[src/rtl/mpx_rx_pkg.sv]
package mpx_rx_pkg;
  localparam int DATA_W = 8;
  localparam int OVS    = 16;

  typedef enum logic [2:0] {
    ST_IDLE,
    ST_START,
    ST_DATA,
    ST_FLAG,
    ST_STOP,
    ST_WAITHI
  } rx_state_e;

  typedef struct packed {
    logic [DATA_W-1:0] data;
    logic              flag;
    logic              stop_ok;
  } rx_frame_t;
endpackage

[src/rtl/mpx_rx_frontend.sv]
module mpx_rx_frontend #(
  parameter int CLK_DIV = 4
) (
  input  logic clk,
  input  logic rst_n,
  input  logic rx_line,
  output logic rst_sn,
  output logic rx_s,
  output logic os_tick
);
  localparam int DW = (CLK_DIV > 1) ? $clog2(CLK_DIV) : 1;

  logic [1:0]    rst_pipe;
  logic [1:0]    rx_pipe;
  logic [DW-1:0] div_q, div_d;
  logic          tick_d;

  // reset: asserted asynchronously, released through two flops
  always_ff @(posedge clk or negedge rst_n) begin
    if (!rst_n) rst_pipe <= 2'b00;
    else        rst_pipe <= {rst_pipe[0], 1'b1};
  end
  assign rst_sn = rst_pipe[1];

  // line synchronizer, idle level is high
  always_ff @(posedge clk or negedge rst_sn) begin
    if (!rst_sn) rx_pipe <= 2'b11;
    else         rx_pipe <= {rx_pipe[0], rx_line};
  end
  assign rx_s = rx_pipe[1];

  always_comb begin
    tick_d = (div_q == DW'(CLK_DIV - 1));
    div_d  = tick_d ? '0 : div_q + 1'b1;
  end

  always_ff @(posedge clk or negedge rst_sn) begin
    if (!rst_sn) begin
      div_q   <= '0;
      os_tick <= 1'b0;
    end else begin
      div_q   <= div_d;
      os_tick <= tick_d;
    end
  end
endmodule

[src/rtl/mpx_rx_deframer.sv]
module mpx_rx_deframer
  import mpx_rx_pkg::*;
#(
  parameter int OVS_N  = OVS,
  parameter int DBITS  = DATA_W
) (
  input  logic      clk,
  input  logic      rst_sn,
  input  logic      os_tick,
  input  logic      rx_s,
  output logic      frm_vld,
  output rx_frame_t frm
);
  localparam int TW   = $clog2(OVS_N);
  localparam int BW   = (DBITS > 1) ? $clog2(DBITS) : 1;
  localparam int HALF = OVS_N / 2;

  rx_state_e        st_q, st_d;
  logic [TW-1:0]    tcnt_q, tcnt_d;
  logic [BW-1:0]    bidx_q, bidx_d;
  logic [DBITS-1:0] sh_q, sh_d;
  logic             flag_q, flag_d;
  logic             vld_d, stop_d;
  logic             mid_pt;

  always_comb begin
    st_d   = st_q;
    tcnt_d = tcnt_q;
    bidx_d = bidx_q;
    sh_d   = sh_q;
    flag_d = flag_q;
    vld_d  = 1'b0;
    stop_d = 1'b0;
    mid_pt = (tcnt_q == TW'(OVS_N - 1));
    case (st_q)
      ST_IDLE: begin
        if (os_tick && !rx_s) begin
          st_d   = ST_START;
          tcnt_d = '0;
        end
      end
      ST_START: begin
        if (os_tick) begin
          if (tcnt_q == TW'(HALF - 1)) begin
            tcnt_d = '0;
            bidx_d = '0;
            st_d   = rx_s ? ST_IDLE : ST_DATA;
          end else begin
            tcnt_d = tcnt_q + 1'b1;
          end
        end
      end
      ST_DATA: begin
        if (os_tick) begin
          if (mid_pt) begin
            tcnt_d = '0;
            sh_d   = {rx_s, sh_q[DBITS-1:1]};
            if (bidx_q == BW'(DBITS - 1)) st_d = ST_FLAG;
            else                          bidx_d = bidx_q + 1'b1;
          end else begin
            tcnt_d = tcnt_q + 1'b1;
          end
        end
      end
      ST_FLAG: begin
        if (os_tick) begin
          if (mid_pt) begin
            tcnt_d = '0;
            flag_d = rx_s;
            st_d   = ST_STOP;
          end else begin
            tcnt_d = tcnt_q + 1'b1;
          end
        end
      end
      ST_STOP: begin
        if (os_tick) begin
          if (mid_pt) begin
            tcnt_d = '0;
            vld_d  = 1'b1;
            stop_d = rx_s;
            st_d   = rx_s ? ST_IDLE : ST_WAITHI;
          end else begin
            tcnt_d = tcnt_q + 1'b1;
          end
        end
      end
      ST_WAITHI: begin
        if (rx_s) st_d = ST_IDLE;
      end
      default: st_d = ST_IDLE;
    endcase
  end

  always_ff @(posedge clk or negedge rst_sn) begin
    if (!rst_sn) begin
      st_q    <= ST_IDLE;
      tcnt_q  <= '0;
      bidx_q  <= '0;
      sh_q    <= '0;
      flag_q  <= 1'b0;
      frm_vld <= 1'b0;
      frm     <= '0;
    end else begin
      st_q    <= st_d;
      tcnt_q  <= tcnt_d;
      bidx_q  <= bidx_d;
      sh_q    <= sh_d;
      flag_q  <= flag_d;
      frm_vld <= vld_d;
      if (vld_d) begin
        frm.data    <= sh_q;
        frm.flag    <= flag_q;
        frm.stop_ok <= stop_d;
      end
    end
  end
endmodule

[src/rtl/mpx_rx_station.sv]
module mpx_rx_station
  import mpx_rx_pkg::*;
#(
  parameter int DBITS = DATA_W
) (
  input  logic             clk,
  input  logic             rst_sn,
  input  logic             frm_vld,
  input  rx_frame_t        frm,
  input  logic [DBITS-1:0] own_id,
  input  logic             rd_ack,
  output logic [DBITS-1:0] rx_byte,
  output logic             data_ready,
  output logic             frame_err,
  output logic             overrun,
  output logic             rx_irq,
  output logic             err_irq,
  output logic             station_sel
);
  logic [DBITS-1:0] byte_d;
  logic             rdy_d, ferr_d, ovr_d, rirq_d, eirq_d, sel_d;
  logic             bad, addr, pay;

  always_comb begin
    byte_d = rx_byte;
    sel_d  = station_sel;
    rdy_d  = data_ready & ~rd_ack;
    ferr_d = frame_err  & ~rd_ack;
    ovr_d  = overrun    & ~rd_ack;
    rirq_d = 1'b0;
    eirq_d = 1'b0;
    bad    = frm_vld & ~frm.stop_ok;
    addr   = frm_vld &  frm.stop_ok &  frm.flag;
    pay    = frm_vld &  frm.stop_ok & ~frm.flag & station_sel;
    if (bad) begin
      ferr_d = 1'b1;
      eirq_d = 1'b1;
    end
    if (addr) sel_d = (frm.data == own_id);
    if (pay) begin
      if (data_ready && !rd_ack) begin
        ovr_d = 1'b1;
      end else begin
        byte_d = frm.data;
        rdy_d  = 1'b1;
        rirq_d = 1'b1;
      end
    end
  end

  always_ff @(posedge clk or negedge rst_sn) begin
    if (!rst_sn) begin
      rx_byte     <= '0;
      data_ready  <= 1'b0;
      frame_err   <= 1'b0;
      overrun     <= 1'b0;
      rx_irq      <= 1'b0;
      err_irq     <= 1'b0;
      station_sel <= 1'b0;
    end else begin
      rx_byte     <= byte_d;
      data_ready  <= rdy_d;
      frame_err   <= ferr_d;
      overrun     <= ovr_d;
      rx_irq      <= rirq_d;
      err_irq     <= eirq_d;
      station_sel <= sel_d;
    end
  end
endmodule

[src/rtl/mpx_addr_rx.sv]
module mpx_addr_rx
  import mpx_rx_pkg::*;
#(
  parameter int CLK_DIV = 4,
  parameter int OVS_N   = OVS,
  parameter int DBITS   = DATA_W
) (
  input  logic             clk,
  input  logic             rst_n,
  input  logic             rx_line,
  input  logic [DBITS-1:0] own_id,
  input  logic             rd_ack,
  output logic [DBITS-1:0] rx_byte,
  output logic             data_ready,
  output logic             frame_err,
  output logic             overrun,
  output logic             rx_irq,
  output logic             err_irq
);
  logic      rst_sn, rx_s, os_tick, frm_vld, station_sel;
  rx_frame_t frm;

  mpx_rx_frontend #(.CLK_DIV(CLK_DIV)) u_front (
    .clk(clk), .rst_n(rst_n), .rx_line(rx_line),
    .rst_sn(rst_sn), .rx_s(rx_s), .os_tick(os_tick)
  );

  mpx_rx_deframer #(.OVS_N(OVS_N), .DBITS(DBITS)) u_defr (
    .clk(clk), .rst_sn(rst_sn), .os_tick(os_tick), .rx_s(rx_s),
    .frm_vld(frm_vld), .frm(frm)
  );

  mpx_rx_station #(.DBITS(DBITS)) u_stn (
    .clk(clk), .rst_sn(rst_sn), .frm_vld(frm_vld), .frm(frm),
    .own_id(own_id), .rd_ack(rd_ack),
    .rx_byte(rx_byte), .data_ready(data_ready), .frame_err(frame_err),
    .overrun(overrun), .rx_irq(rx_irq), .err_irq(err_irq),
    .station_sel(station_sel)
  );
endmodule

[config.mk]
export PLATFORM = sky130hd
export DESIGN_NAME = mpx_addr_rx
export DESIGN_NICKNAME = d
export VERILOG_FILES = /design/src/rtl/mpx_rx_pkg.sv /design/src/rtl/mpx_rx_frontend.sv /design/src/rtl/mpx_rx_deframer.sv /design/src/rtl/mpx_rx_station.sv /design/src/rtl/mpx_addr_rx.sv
export SDC_FILE = /design/constraint.sdc
export NUM_CORES = 1
export LEC_CHECK = 0
export CORE_MARGIN = 4
export CORE_UTILIZATION = 40
export DETAILED_ROUTE_END_ITERATION = 8
export GPL_ROUTABILITY_DRIVEN = 0
export PLACE_DENSITY = 0.68
export SLEW_MARGIN = 20
export SYNTH_ARGS = -nofsm -noshare
export SYNTH_HDL_FRONTEND = slang
export SYNTH_HIERARCHICAL = 1
export SYNTH_SLANG_ARGS = --single-unit
[constraint.sdc]
create_clock -name clk -period 5 [get_ports clk]
set_clock_uncertainty 0.1 [all_clocks]
set_input_delay 1.25 -clock clk [delete_from_list [all_inputs] [get_ports clk]]
set_output_delay 1.25 -clock clk [all_outputs]
set_load 0.01 [all_outputs]
==> results.yml <==
floorplan:
  start_util_pct: 42.5
  die_w_um: 82.8
  ios: 25
  fp.dieH_um: 82.8
  die_area_um2: 6850
  row_count: 26
  core_um2: 5270
timing:
  tightest_slew_ns: 0.605
  setup_viol: 0
  fin_setup_tns_ns: 0
  post-route-period-util_pct: 53.4
  slew_viol_final: 0
  worst_slack_ns: 2.33
  fmax_mhz: 374
  slew_headroom_pct: 59.7
  hold_violations: 0
  rsz0062_at_grt: "false"
  min_period_ns: 2.67
setup_path:
  startpoint: "u_stn/data_ready"
  cp_slowest_cell: "clkdlybuf4s50_1"
  critical_path_required_ns: 3.65
  slowest_delay_ns: 0.57
  crit_cells: 1
  crit_arrival_ns: 1.32
  start_kind: "flop"
  cp_max_fo: 4
  worst-path-buf-inv: 1
  setup.worst_path.end: "data_ready"
  reg2reg_from: "u_defr/tcnt_q[0]"
  cpLargestDelayFamily: "buffers and inverters"
  cp-end-kind: "primary output"
  rr_worst_depth: 6
  worstPathCellList: "clkdlybuf4s50_1"
  criticalPathCategory: "flop to primary output"
  ff2ff_setup_slack_ns: 2.93
  regToRegEndpoint: "u_defr/frm[0]"
grt:
  grt_max_degree: 50
  track_usage_pct: 12.2
  grt-ovfl-total: 0
  antenna_found_initial: 0
  grt_pass1_vias: 1400
  grt_first_pass_wirelength_mm: 6.38
logic_synthesis:
  synth.largest_area_cell: "dfrtp_1"
  synth.avg_cell_area_um2: 12.0
  synth_area_um2: 2240
  ys_ff_latch: 51
  yosysSeqAreaShare_pct: 57.2
  ys_top_cells_by_area: "dfrtp_1, mux2_2, nand2_1"
  synthDistinctLibCells: 43
  synth_nets: 203
  synth_top_area_share_pct: 54.8
  synth_cells: 187
  yosys_warnings: 6
power_and_ir_drop:
  ir_drop_v: 0.000246
  p_per_area_nw_per_um2: 384
  p_leak_uw: 0.00125
place:
  dp_worst_setup_slack_ns: 2.23
  port_buffers: 24
  placed_cell_area_um2: 2520
  place_hpwl_mm: 2.55
route:
  num_vias: 1385
  drt_iter0_drc: 60
  ant_nets: 0
  avgViaCountPerCell: 4.91
  drc: 0
  drt_wl_total_mm: 3.57
  wire_per_inst_um: 12.6
  first_pass_iters: 4
clock_network:
  cts_hold_buf: 0
  h-tree-depth: 2
  post-cts-setup-buffers: 0
  path_clk_slew_ns: 0.10
  clk_latency_ns: 0.31
  cts_buffers: 5
  cts_tree: "done"
  clock_sinks: 51
  cts_resized: 0
  clock_path_buffers: 2
  cts-root-buf: "clkbuf_8"
outcome:
  status: "complete, no violations"
worst_hold_path:
  hold_path_class: "flop to asynchronous set/reset pin"
cells_and_area:
  nNetsFinal: 227
  diodes: 0
  design_area_um2: 2640
  layout-drive-gt1-share_pct: 17.5
  syn_to_final_growth_pct: 18.0
flow_run:
  drv_cap: 0
[cell type report]
class,count,area [um^2]
tap,70,87.6
inverter,7,26.3
multi-input combinational,122,887
timing repair buffer,24,240
clock buffer,5,68.8
sequential,51,1280
fill,470,2630
clock inverter,3,47.5
[per-stage QoR]
stage	utilization, %	hold WS, ns	total power, uW	std cells
after global placement	47.8	0.234	726	274
after CTS	50.0	0.261	1030	282
after global routing	50.1	0.270	1080	282
final	50.1	0.256	1010	282
after floorplan	-	0.231	701	187
after detailed placement	47.8	0.239	731	274
[how the worst min path moves through the flow]
stage | from | end | slack (ns) | depth (start not counted)
2_1_floorplan | u_front/rst_pipe[0] | u_front/rst_pipe[1] | 0.23 | 0
3_3_place_gp | u_front/rst_pipe[0] | u_front/rst_pipe[1] | 0.23 | 0
3_5_place_dp | u_front/rst_pipe[0] | u_front/rst_pipe[1] | 0.24 | 0
4_1_cts | u_front/rst_pipe[0] | u_front/rst_pipe[1] | 0.26 | 0
5_1_grt | u_front/rx_pipe[0] | u_front/rx_pipe[1] | 0.27 | 0
6_report | u_front/rst_pipe[1] | u_defr/sh_q[0] | 0.26 | 0
[metal layers]
metal	part of all wire, %	track usage (%)	wire (um)	vias to the layer above
li1	-	-	-	683
met3	4.2	3.56	151	5
met1	48	15.6	1700	672
met5	0	0	0	-
met2	46	19.2	1650	25
met4	1.7	5.23	60	0
[cell families after synthesis]
logic type | count (synthesis) | share of synthesized area, %
XOR/XNOR | 11 | 4.64
AND/OR/NAND/NOR | 66 | 15.0
buffers and inverters | 14 | 3.19
adder cells (fa/ha/maj) | 4 | 2.24
AO/OA/AOI/OAI | 18 | 6.66
other | 1 | 0.168
flip-flops | 51 | 57.2
multiplexers | 22 | 10.9
[layout by cell type (no fill, tap or decap), types with 2 or more instances in the layout]
| cell | instances |
|---|---|
| and3_1 | 5 |
| nand4_1 | 3 |
| nor2b_1 | 2 |
| dfrtp_1 | 48 |
| nor2_1 | 6 |
| nand2_1 | 34 |
| and2b_1 | 2 |
| mux2i_1 | 3 |
| dfstp_2 | 2 |
| nand3_1 | 2 |
| a21oi_1 | 2 |
| xnor2_1 | 10 |
| inv_1 | 7 |
| o21ai_0 | 4 |
| ha_1 | 4 |
| clkbuf_8 | 5 |
| mux2_2 | 19 |
| nand2b_1 | 4 |
| clkdlybuf4s50_1 | 24 |
[power by group]
part	switching [uW]	internal, uW
Sequential	62.8	445
Clock	141	152
Combinational	100	114
[cell usage after synthesis, drive strengths merged]
library cell   n
nor3b          1
ha             4
nand4          3
a32o           1
o21ai          5
dfrtp         49
nand3          3
mux2          19
o31ai          1
and4b          1
o2bb2ai        1
a2111oi        1
a21oi          2
nand2         34
clkbuf         1
nor2b          3
mux2i          3
a21o           2
nand3b         1
conb           1
xnor2         11
o211ai         1
dfstp          2
and2b          2
a21boi         1
nand4b         1
nor3           1
nor2           7
a221o          1
buf            6
a31oi          1
nand2b         4
inv            7
a211o          1
and3           5
[registers in the layout, summed over array words and instances (netlist names)]
| signal | cells |
|---|---|
| u_front/rst_pipe | 2 |
| u_defr/sh_q | 8 |
| u_defr/frm | 10 |
| u_stn/rx_byte | 8 |
| u_defr/tcnt_q | 4 |
| u_defr/flag_q | 1 |
| u_stn/station_sel | 1 |
| u_front/rx_pipe | 2 |
| u_stn/frame_err | 1 |
| u_defr/bidx_q | 3 |
| u_front/div_q | 2 |
| u_front/os_tick | 1 |
| u_defr/frm_vld | 1 |
| u_stn/overrun | 1 |
| u_stn/err_irq | 1 |
| u_defr/st_q | 3 |
| u_stn/rx_irq | 1 |
| u_stn/data_ready | 1 |
(Power assumes the default switching activity.)
